==> src/rtl/prbs_slot_pkg.sv <==
package prbs_slot_pkg;
  typedef enum logic [1:0] {
    MODE_OFF    = 2'b00,
    MODE_SLOT   = 2'b01,
    MODE_FRAMED = 2'b10,
    MODE_ALL    = 2'b11
  } place_mode_e;
endpackage

==> src/rtl/frame_pos_counter.sv <==
module frame_pos_counter #(
  parameter int unsigned SLOT_BITS = 8,
  parameter int unsigned NUM_SLOTS = 32,
  localparam int unsigned FRAME_LEN = SLOT_BITS * NUM_SLOTS,
  localparam int unsigned POS_W     = $clog2(FRAME_LEN),
  localparam int unsigned BIT_W     = $clog2(SLOT_BITS),
  localparam int unsigned SLOT_W    = $clog2(NUM_SLOTS)
) (
  input  logic              clk_i,
  input  logic              rst_ni,
  input  logic              frame_start_i,
  output logic [SLOT_W-1:0] slot_o
);
  localparam logic [POS_W-1:0] LAST_POS = POS_W'(FRAME_LEN - 1);

  logic [POS_W-1:0] pos_q;
  logic [POS_W-1:0] pos_cur;

  // the marker overrides the stored position on its own bit time
  assign pos_cur = frame_start_i ? '0 : pos_q;
  assign slot_o  = SLOT_W'(pos_cur / POS_W'(SLOT_BITS));

  always_ff @(posedge clk_i or negedge rst_ni) begin
    if (!rst_ni) pos_q <= '0;
    else if (pos_cur == LAST_POS) pos_q <= '0;
    else pos_q <= pos_cur + POS_W'(1);
  end

  p_restart_r2: assert property (@(posedge clk_i) disable iff (!rst_ni)
    frame_start_i |=> pos_q == POS_W'(1));
  p_wrap_r2: assert property (@(posedge clk_i) disable iff (!rst_ni)
    (!frame_start_i && pos_q == LAST_POS) |=> pos_q == '0);
  p_step_r2: assert property (@(posedge clk_i) disable iff (!rst_ni)
    (!frame_start_i && pos_q != LAST_POS) |=> pos_q == $past(pos_q) + POS_W'(1));
endmodule

==> src/rtl/slot_gate.sv <==
module slot_gate
  import prbs_slot_pkg::*;
#(
  parameter int unsigned NUM_SLOTS = 32,
  localparam int unsigned SLOT_W = $clog2(NUM_SLOTS)
) (
  input  logic              clk_i,
  input  logic              rst_ni,
  input  logic [1:0]        mode_i,
  input  logic [SLOT_W-1:0] slot_i,
  input  logic [SLOT_W-1:0] slot_sel_i,
  output logic              insert_o
);
  place_mode_e mode;
  assign mode = place_mode_e'(mode_i);

  always_comb begin
    unique case (mode)
      MODE_OFF:    insert_o = 1'b0;
      MODE_SLOT:   insert_o = (slot_i == slot_sel_i);
      MODE_FRAMED: insert_o = (slot_i != '0);
      MODE_ALL:    insert_o = 1'b1;
      default:     insert_o = 1'b0;
    endcase
  end

  p_off_r3: assert property (@(posedge clk_i) disable iff (!rst_ni)
    mode_i == 2'b00 |-> !insert_o);
  p_all_r6: assert property (@(posedge clk_i) disable iff (!rst_ni)
    mode_i == 2'b11 |-> insert_o);
  p_slot0_gap_r5: assert property (@(posedge clk_i) disable iff (!rst_ni)
    (mode_i == 2'b10 && slot_i == '0) |-> !insert_o);
  p_other_slot_r4: assert property (@(posedge clk_i) disable iff (!rst_ni)
    (mode_i == 2'b01 && slot_i != slot_sel_i) |-> !insert_o);
endmodule

==> src/rtl/prbs_lfsr.sv <==
module prbs_lfsr #(
  parameter int unsigned LEN        = 15,
  parameter int unsigned TAP        = 14,
  parameter bit          INVERT_OUT = 1'b1
) (
  input  logic clk_i,
  input  logic rst_ni,
  input  logic adv_i,
  output logic bit_o
);
  logic [LEN-1:0] state_q;
  logic           fb;

  assign fb = state_q[LEN-1] ^ state_q[TAP-1];

  always_ff @(posedge clk_i or negedge rst_ni) begin
    if (!rst_ni) state_q <= '1;
    else if (adv_i) state_q <= {state_q[LEN-2:0], fb};
  end

  generate
    if (INVERT_OUT) begin : g_inv
      assign bit_o = ~state_q[LEN-1];
    end else begin : g_true
      assign bit_o = state_q[LEN-1];
    end
  endgenerate

  p_hold_r8: assert property (@(posedge clk_i) disable iff (!rst_ni)
    !adv_i |=> $stable(state_q));
  p_nonzero_r7: assert property (@(posedge clk_i) disable iff (!rst_ni)
    state_q != '0);
  p_shift_r7: assert property (@(posedge clk_i) disable iff (!rst_ni)
    adv_i |=> state_q[LEN-1:1] == $past(state_q[LEN-2:0]));
endmodule

==> src/rtl/prbs_slot_inserter.sv <==
module prbs_slot_inserter #(
  parameter int unsigned SLOT_BITS = 8,
  parameter int unsigned NUM_SLOTS = 32,
  parameter int unsigned PRBS_LEN  = 15,
  parameter int unsigned PRBS_TAP  = 14,
  localparam int unsigned SLOT_W   = $clog2(NUM_SLOTS)
) (
  input  logic              clk_i,
  input  logic              rst_ni,
  input  logic              frame_start_i,
  input  logic [1:0]        mode_i,
  input  logic [SLOT_W-1:0] slot_sel_i,
  input  logic              data_i,
  output logic              data_o
);
  logic [SLOT_W-1:0] slot;
  logic              insert;
  logic              prbs_bit;

  frame_pos_counter #(.SLOT_BITS(SLOT_BITS), .NUM_SLOTS(NUM_SLOTS)) u_pos (
    .clk_i, .rst_ni, .frame_start_i, .slot_o(slot)
  );

  slot_gate #(.NUM_SLOTS(NUM_SLOTS)) u_gate (
    .clk_i, .rst_ni, .mode_i, .slot_i(slot), .slot_sel_i, .insert_o(insert)
  );

  prbs_lfsr #(.LEN(PRBS_LEN), .TAP(PRBS_TAP), .INVERT_OUT(1'b1)) u_lfsr (
    .clk_i, .rst_ni, .adv_i(insert), .bit_o(prbs_bit)
  );

  always_ff @(posedge clk_i or negedge rst_ni) begin
    if (!rst_ni) data_o <= 1'b0;
    else data_o <= insert ? prbs_bit : data_i;
  end

  p_pass_r3: assert property (@(posedge clk_i) disable iff (!rst_ni)
    mode_i == 2'b00 |=> data_o == $past(data_i));
  p_framed_gap_r9: assert property (@(posedge clk_i) disable iff (!rst_ni)
    (mode_i == 2'b10 && frame_start_i) |=> data_o == $past(data_i));
  p_reset_r1: assert property (@(posedge clk_i) !rst_ni |-> !data_o);
endmodule

==> config.mk <==
export PLATFORM = sky130hd
export DESIGN_NAME = prbs_slot_inserter
export DESIGN_NICKNAME = d
export VERILOG_FILES = /design/src/rtl/prbs_slot_pkg.sv /design/src/rtl/frame_pos_counter.sv /design/src/rtl/slot_gate.sv /design/src/rtl/prbs_lfsr.sv /design/src/rtl/prbs_slot_inserter.sv
export SDC_FILE = /design/constraint.sdc
export NUM_CORES = 1
export LEC_CHECK = 0
export ABC_AREA = 1
export BUFFER_PORTS_ARGS = -buffer_cell sky130_fd_sc_hd__buf_2
export CELL_PAD_IN_SITES_DETAIL_PLACEMENT = 2
export CELL_PAD_IN_SITES_GLOBAL_PLACEMENT = 2
export CORE_MARGIN = 10
export CORE_UTILIZATION = 37
export CTS_BUF_LIST = sky130_fd_sc_hd__clkbuf_8
export DETAILED_ROUTE_END_ITERATION = 8
export PLACE_DENSITY = 0.9
export SLEW_MARGIN = 20
export SYNTH_ARGS = -nofsm -noshare
export SYNTH_HDL_FRONTEND = slang
export SYNTH_SLANG_ARGS = --single-unit
==> constraint.sdc <==
create_clock -name clk_i -period 1.5 [get_ports clk_i]
set_input_delay 0.15 -clock clk_i [delete_from_list [all_inputs] [get_ports clk_i]]
set_output_delay 0.15 -clock clk_i [all_outputs]
set_load 0.02 [all_outputs]
### Word level (Yosys, flattened, before mapping)

Cells that the tools add are included.

* eq/ne operators: 5
* reductions and logical operators: 2
* mux-type cells: 4
* add/subtract/negate cells: 1
* bitwise gates (word level): 2

Operator list (count)
* two-way mux 8 bit: 2
* adder 8 x 1 -> 8 bit (second input constant): 1
* == test 8 bit (second input constant): 1
* == test 5 bit: 1
* nonzero test 5 bit: 1
* == test 2 bit (second input constant): 2
* case mux 1 bit (4 select lines): 1
* == test 2 x 1 -> 1 bit (second input constant): 1
* logical NOT 2 bit: 1
* two-way mux 1 bit: 1
* NOT 1 bit: 1
* bitwise XOR 1 bit: 1

* register bits: 24
* word-level logic and storage cells: 17
* input port bits: 11
* output and inout bits: 1

### Longest topological paths before layout

Gate-level depths: netlist (run 1).

* depth after elaboration: 4
* mapped depth: 11

### Cells and area by module

From an unflattened synthesis (run 1), not the netlist that was laid out.

* cell total of the unflattened synthesis: 153
* area, all modules: 1270.0 um2

By module, submodules not included
* prbs_lfsr: area each 611.8 um2, seq. area each 394.1 um2, cells each 61, times used 1
* frame_pos_counter: area each 498.0 um2, seq. area each 200.2 um2, cells each 58, times used 1
* slot_gate: area each 120.1 um2, seq. area each 0.0 um2, cells each 29, times used 1
* prbs_slot_inserter: area each 40.0 um2, seq. area each 25.0 um2, cells each 5, times used 1

### Worst setup path before layout (run 1)

Ideal clock, no wire load.

* path kind: register to register
* start: register u_pos.pos_q[0]
* end: register u_pos.pos_q[7]
* setup slack: 163 ps
* data arrival time: 1201 ps
* cell stages (with the launch flop): 7
* required time: 1364 ps
* period minus slack after synthesis: 1337 ps
* cells stage by stage: dfrtp_1 -> inv_1 -> nor2_1 -> ha_1 -> nand4_1 -> nor4_2 -> nor2_1

* cells in the longest elaborated chain, start to end: 3
* elaborated cells between the ends (all ways): 4
* classes of those cells: add/sub: 1; eq/ne: 1; mux: 2

Ends and longest elaborated chain
* start, declared: line frame_pos_counter.sv:16 `logic [POS_W-1:0] pos_q;`
* start signal, assigned: line frame_pos_counter.sv:26 `else pos_q <= pos_cur + POS_W'(1);`
* two-way mux 8 bit *: line frame_pos_counter.sv:20 `assign pos_cur = frame_start_i ? '0 : pos_q;`
* adder 8 x 1 -> 8 bit / == test 8 bit (equally long branches): line frame_pos_counter.sv:26, frame_pos_counter.sv:25
* two-way mux 8 bit *: line frame_pos_counter.sv:25 `else if (pos_cur == LAST_POS) pos_q <= '0;`

Every way passes the cells marked *; elsewhere a longest branch is shown, timed or not.
A chain may end at the register's enable or synchronous reset.

### Final worst setup path (run 1)

* start: register u_pos.pos_q[3]
* end: register u_lfsr.state_q[4]

* cells in the longest elaborated chain, start to end: 3
* elaborated cells between the ends (all ways): 4
* classes of those cells: eq/ne: 1; mux: 2; reduce/logical: 1

Ends and longest elaborated chain
* two-way mux 8 bit *: line frame_pos_counter.sv:20
* == test 5 bit / nonzero test 5 bit (equally long branches): line slot_gate.sv:20, slot_gate.sv:21
* case mux 1 bit (4 select lines) *: line slot_gate.sv:18 `unique case (mode)`
* end signal, assigned: line prbs_lfsr.sv:18 `else if (adv_i) state_q <= {state_q[LEN-2:0], fb};`
* end, declared: line prbs_lfsr.sv:11 `logic [LEN-1:0] state_q;`

Marks and branches as above.

==> results.toml, run 1 <==
[outcome]
status = "complete, no violations"

[worst_setup_path]
crit_start = "u_pos.pos_q[3]"
worstPathArrival_ns = 1.71
cp_num_buf_inv = 1
slowest_delay_ns = 0.46
r2r-start = "u_pos.pos_q[3]"
crit_path_start_kind = "flip-flop"
cp.required_ns = 1.72
crit_type = "reg2reg"
crit_slowest_cell = "dfrtp_2"
cpMostUsedCell = "nand2_1"
cp_max_fo = 8
path_delay_family = "simple AND/OR/NAND/NOR gates"
worstSetupEndpointType = "flip-flop"
crit_chain = "inv_1 -> nor2_1 -> nand2_1 -> nand2_1 -> nor2_2 -> nand3_4 -> nand2_4 -> nand3_1 -> nand2_1"

[clock_network]
cts.path.max_buffers = 2
path_clk_slew_ns = 0.09
htree_num_levels = 1
tritoncts = "yes"
clkLatencyLatePin_ns = 0.28
root_buffer = "clkbuf_8"
clkSinkCount = 24
cts-buffers-inserted = 3

[timing]
relSlewSlack_pct = 63.09
period_share_pct = 99.80
drv_slew = 0
setup_viol = 0
rsz0062_at_grt = "true"
worstMarginPinSlew_ns = 0.5537
skew_ns = 0.005985
hold_viol = 0
fmax_mhz = 668.0
period_needed_ns = 1.497
fin_hold_ws_ns = 0.1128
tns_ns = 0

[global_route]
grt_start_max_net_pins = 25
grt_pass1_wl_um = 6865
grt.overflow.total = 0
grt_pass1_vias = 1437
grtUsageTotal_pct = 12.90
antenna_found_initial = 0

[floorplanning]
die_y_um = 81.87
core-area_mm2 = 0.003689
start_util_pct = 38.40
dieArea_mm2 = 0.006703
fp.dieW_um = 81.87
row_count = 22
io_pins = 12

[synth]
ys_seq_elements = 24
synth.most_common_cell = "nand2_1"
synth_top_area_share_pct = 27.83
synthesis.area_mm2 = 0.001416
seq_area_frac_synth_pct = 43.73
postSynth.asyncResetShare_pct = 100.0
synth_warnings = 0
synth_edf_count = 0
synthTopCellsByArea = "dfstp_2 28%, dfrtp_1 16%, nand3_1 13%, nand2_1 11%, inv_1 5.0%"
syn_nets = 184
yosysTopAreaCell = "dfstp_2"
syn_area_per_cell_um2 = 8.235
synth_commonest_cells = "40 x nand2_1, 38 x nand3_1, 19 x inv_1, 15 x dfstp_2, 14 x nor2_1"
syn_inst = 172
synthFlopType = "dfstp_2"
synth_cell_types = 27

[routing]
wirelength_um = 4784
firstDrtPassIters = 4
drc_errors = 0
dr.first_iter.drc_count = 75
vias = 1261
ant_nets = 0
wl_per_cell_um = 19.77
vias_per_cell = 5.211

[flow_run]
maxCapViolations = 0

[finish]
drive_gt1_share_pct = 37.11
nets = 207
area_growth_pct = 19.43
antenna_cells = 0
finalInstanceArea_mm2 = 0.001692

[min_path]
min_from = "data_i"
hold_class = "in2reg"

[power_and_ir_drop]
total_leakage_power_nw = 0.8599
p_total_mw = 1.276
vdd_ir_drop_max_v = 0.0008286
power.density_mw_per_mm2 = 754.3

[placement]
post-dp-hpwl_um = 3115
place_congestion = 0.7929
dpl_cell_area_mm2 = 0.001513
io_buffers = 11
[flip-flops by register name, summed over array words and instances, names as in the netlist]
signal	flops
u_lfsr.state_q	15
u_pos.pos_q	8
data_o	1
[worst register-to-register path, cell delays in order (launching register included)]
cell and delay [ns]:
dfrtp_2 0.46, inv_1 0.09, nor2_1 0.08, nand2_1 0.08
nand2_1 0.06, nor2_2 0.18, nand3_4 0.15, nand2_4 0.14
nand3_1 0.10, nand2_1 0.09
[placed cells by master, fill, tap and decap left out, types with 3 or more instances in the layout]
cell / count
nand2_4: 5
nor2_1: 9
nand2_2: 5
clkbuf_8: 3
inv_1: 18
nand3_1: 38
dfstp_2: 15
buf_4: 7
inv_2: 4
buf_2: 11
dfrtp_1: 7
nand2_1: 40
nor2_2: 6
[final timing paths]
path,endpoint,slack (ns),cells past startpoint
min,data_o,0.11,3
max in group asynchronous,u_pos.pos_q[6],0.71,2
min in group asynchronous,u_pos.pos_q[0],0.39,2
max,u_lfsr.state_q[4],0.003,9
max reg2reg,u_lfsr.state_q[4],0.003,9
min reg2reg,u_lfsr.state_q[2],0.50,2
[area by class of cell]
class	instances	area, um^2
Clock inverter	1	3.754
Inverter	21	78.83
Multi-Input combinational cell	124	737.0
Fill cell	444	1997
Sequential cell	24	621.8
Timing Repair Buffer	21	148.9
Clock buffer	3	41.29
Tap cell	48	60.06
[through the flow]
step	setup slack, ns	instances	util (%)
final	0.002990	242	45.86
after global routing	-0.1274	242	45.86
after CTS	0.006638	237	43.05
after detailed placement	-0.09513	231	41.01
after global placement	0.04490	231	41.01
after floorplan	0.1631	172	-
[layer usage]
metal  vias to the layer above  global-route usage [%]  wire, um  part of all wire, %
met1                       637                   14.83      2096                   44
met3                         4                   2.729       184                  3.8
met4                         0                   4.082        37                 0.77
met2                        22                   23.20      2466                   52
met5                         -                       0         0                    0
li1                        598                       -         -                    -
[what timing repair did]
item | in CTS | in global routing
setup buffers | 1 | 3
gates cloned | 0 | 2
endpoints found under the hold margin | 9 | 0
gates resized for setup | 0 | 16
setup endpoints to repair | 16 | 22
hold buffers | 1 | 0
pin swaps | 1 | 6
[report_power, final]
| group | internal [mW] | total (mW) | switching, mW |
|---|---|---|---|
| Combinational | 0.0672 | 0.203 | 0.136 |
| Clock | 0.184 | 0.400 | 0.217 |
| Sequential | 0.663 | 0.672 | 0.00968 |
| Total | 0.914 | 1.28 | 0.362 |
[logic make-up (layout without fill, tap and decap cells)]
kind of cell / Yosys count / in the layout / synth area share [%]
buffers and inverters: 26 / 46 / 9.541
XOR/XNOR: 3 / 3 / 1.855
flip-flops: 24 / 24 / 43.73
adder cells (fa/ha/maj): 1 / 1 / 0.8833
AO/OA/AOI/OAI: 6 / 6 / 3.269
AND/OR/NAND/NOR: 112 / 114 / 40.72
No activity file was read; power rests on OpenSTA's default activity.
==> inputs of run 2 (changes only) <==
--- a/config.mk
+++ b/config.mk
@@ -6,6 +6,7 @@
 export NUM_CORES = 1
 export LEC_CHECK = 0
 export ABC_AREA = 1
+export ABC_CLOCK_PERIOD_IN_PS = 1500
 export BUFFER_PORTS_ARGS = -buffer_cell sky130_fd_sc_hd__buf_2
 export CELL_PAD_IN_SITES_DETAIL_PLACEMENT = 2
 export CELL_PAD_IN_SITES_GLOBAL_PLACEMENT = 2
@@ -13,6 +14,7 @@
 export CORE_UTILIZATION = 37
 export CTS_BUF_LIST = sky130_fd_sc_hd__clkbuf_8
 export DETAILED_ROUTE_END_ITERATION = 8
+export GPL_TIMING_DRIVEN = 0
 export PLACE_DENSITY = 0.9
 export SLEW_MARGIN = 20
 export SYNTH_ARGS = -nofsm -noshare
==> results.toml, run 2 (synthesis gave the netlist of run 1 again) <==
[outcome]
status = "finished, violations left"
violations = "negative setup slack"

[power_and_ir_drop]
p_int_mw = 0.9889
clock_power_share_pct = 33.5
seqPwrFrac_pct = 48.9
switching_power_mw = 0.3868
vdd_ir_drop_max_v = 0.0006743
power.density_mw_per_mm2 = 717.7
power.share.switching_pct = 28.12
total_leakage_power_nw = 0.9748
p_comb_share_pct = 17.6

[finish]
drive_gt1_share_pct = 49.76
fillers = 405
multi_input_area_um2 = 773.2
antenna_cells = 0
area_growth_pct = 35.34
largest_reg_flops = 15
top_regs = "u_lfsr.state_q x15, u_pos.pos_q x8, data_o x1"
layout.cells.non_filler = 259
regArea_um2 = 623.1
regMostFlops = "u_lfsr.state_q"
final_common_cell = "nand2_1"
nets = 224
final_cell_mix = "37 x nand2_1, 32 x nand3_1, 19 x buf_4"

[timing]
period_needed_ns = 1.625
skew_ns = 0.001181
fin_ws_ns = -0.1250
relSlewSlack_pct = 62.92
rsz0062_at_grt = "true"
fmax_mhz = 615.4
drv_slew = 0
worstMarginPinSlew_ns = 0.5562
hold_viol = 0
period_share_pct = 108.3
setup_viol = 18
tns_ns = -1.619

[worst_setup_path]
cp.required_ns = 1.71
path_delay_family = "simple AND/OR/NAND/NOR gates"
cp_max_fo = 7
crit_chain = "nand2_4 -> inv_1 -> nand2_1 -> nand2_1 -> inv_1 -> nand4_4 -> clkbuf_16 -> nand3_1 -> nand2_1"
crit_type = "reg2reg"
worstSetupEndpointType = "flip-flop"
cpMostUsedCell = "nand2_1"
worstPathArrival_ns = 1.84
r2r-start = "u_pos.pos_q[7]"
worst_r2r_path_depth = 9
r2r_slack_ns = -0.12
crit_path_start_kind = "flip-flop"
r2r_end = "u_lfsr.state_q[9]"
cp_num_buf_inv = 3
slowest_delay_ns = 0.41
crit_slowest_cell = "dfrtp_1"

[floorplanning]
die_y_um = 81.87
start_util_pct = 38.40
core-area_mm2 = 0.003689
dieArea_mm2 = 0.006703
row_count = 22
io_pins = 12
fp.dieW_um = 81.87

[routing]
wl_per_cell_um = 23.35
firstDrtPassIters = 4
ant_nets = 0
vias = 1372
vias_per_cell = 5.297
wirelength_um = 6048
dr.first_iter.drc_count = 64
drc_errors = 0

[placement]
place_congestion = 0.7402
io_buffers = 11
post-dp-hpwl_um = 3085
dp.cells = 231

[clock_network]
clkLatencyLatePin_ns = 0.28
cts-buffers-inserted = 3
tritoncts = "yes"
clkSinkCount = 24
root_buffer = "clkbuf_8"
path_clk_slew_ns = 0.09
cts.path.max_buffers = 2
htree_num_levels = 1

[global_route]
grt_pass1_vias = 1421
antenna_found_initial = 0
grt_start_max_net_pins = 25
grt.overflow.total = 0
grt_pass1_wl_um = 6858
grtUsageTotal_pct = 13.11

[min_path]
hold_depth = 3
whs_endpoint = "data_o"
hold_class = "in2reg"
min_from = "data_i"

[flow_run]
maxCapViolations = 0
-- run 2: changes by cell type in the layout (fill, tap and decap cells not counted), moves of 2 or more --
cell | before | now
buf_4 | 7 | 19
buf_6 | 1 | 7
inv_1 | 18 | 16
nand2_2 | 5 | 8
nor2_4 | 1 | 3
nand2_1 | 40 | 37
nand3_2 | 0 | 7
nor2_1 | 9 | 6
nand3_1 | 38 | 32
-- run 2: repair_timing --
item / 4_1_cts / 5_1_grt
buffers inserted: 6 / 14
pin swaps: 2 / 11
gates resized for setup: 7 / 31
endpoints found under the setup margin: 15 / 17
hold buffers: 1 / 0
gates cloned: 0 / 3
hold endpoints to repair: 9 / 0
-- run 2: through the flow --
stage / hold WS, ns / worst slack (ns) / area (um^2) / power (mW) / util (%)
final: 0.1035 / -0.1250 / 1917 / 1.376 / 51.97
after global routing: 0.1117 / -0.2088 / 1917 / 1.438 / 51.97
after CTS: 0.1164 / -0.03799 / 1665 / 1.293 / 45.15
after detailed placement: 0.1600 / -0.2248 / 1531 / 0.8501 / 41.52
after global placement: 0.1548 / -0.06850 / 1531 / 0.8373 / 41.52
after floorplan: -0.1456 / 0.1631 / 1416 / 0.7846 / -
-- run 2: how the worst max path moves through the flow --
| stage | endpoint | slack (ns) | start | depth (start not counted) |
|---|---|---|---|---|
| floorplan | u_pos.pos_q[7] | 0.16 | u_pos.pos_q[0] | 6 |
| global placement | u_pos.pos_q[7] | -0.07 | u_pos.pos_q[0] | 6 |
| detailed placement | u_pos.pos_q[7] | -0.22 | u_pos.pos_q[0] | 6 |
| CTS | u_pos.pos_q[3] | -0.04 | u_pos.pos_q[0] | 7 |
| global route | u_lfsr.state_q[9] | -0.21 | u_pos.pos_q[7] | 9 |
| finish | u_lfsr.state_q[9] | -0.12 | u_pos.pos_q[7] | 9 |
-- run 2: layout make-up --
cell class	instances	share of cell area [%]
Clock buffer	4	2.872
Tap cell	48	3.133
Inverter	21	4.112
Multi-Input combinational cell	122	40.34
Buffer	5	3.133
Sequential cell	24	32.51
Timing Repair Buffer	35	13.90
-- run 2: tightest hold or removal path: cells and delay by family --
kind / cells / cell delay [ns]
AND/OR/NAND/NOR: 2 / 0.12
buffers and inverters: 1 / 0.09
-- run 2: power by group through the flow --
| stage | Sequential, mW | Clock, mW | Combinational (mW) |
|---|---|---|---|
| 2_1_floorplan | 0.683 | 0 | 0.102 |
| 3_3_place_gp | 0.679 | 0 | 0.158 |
| 3_5_place_dp | 0.681 | 0 | 0.169 |
| 4_1_cts | 0.670 | 0.443 | 0.180 |
| 5_1_grt | 0.674 | 0.499 | 0.264 |
| 6_report | 0.672 | 0.461 | 0.242 |
-- run 2: per-layer routing --
| metal | vias up | part of all wire [%] | track usage (%) |
|---|---|---|---|
| met5 | - | 0 | 0 |
| met1 | 690 | 40 | 13.20 |
| met3 | 14 | 4.2 | 2.293 |
| met2 | 38 | 52 | 26.49 |
| met4 | 0 | 3.5 | 3.571 |
| li1 | 630 | - | - |
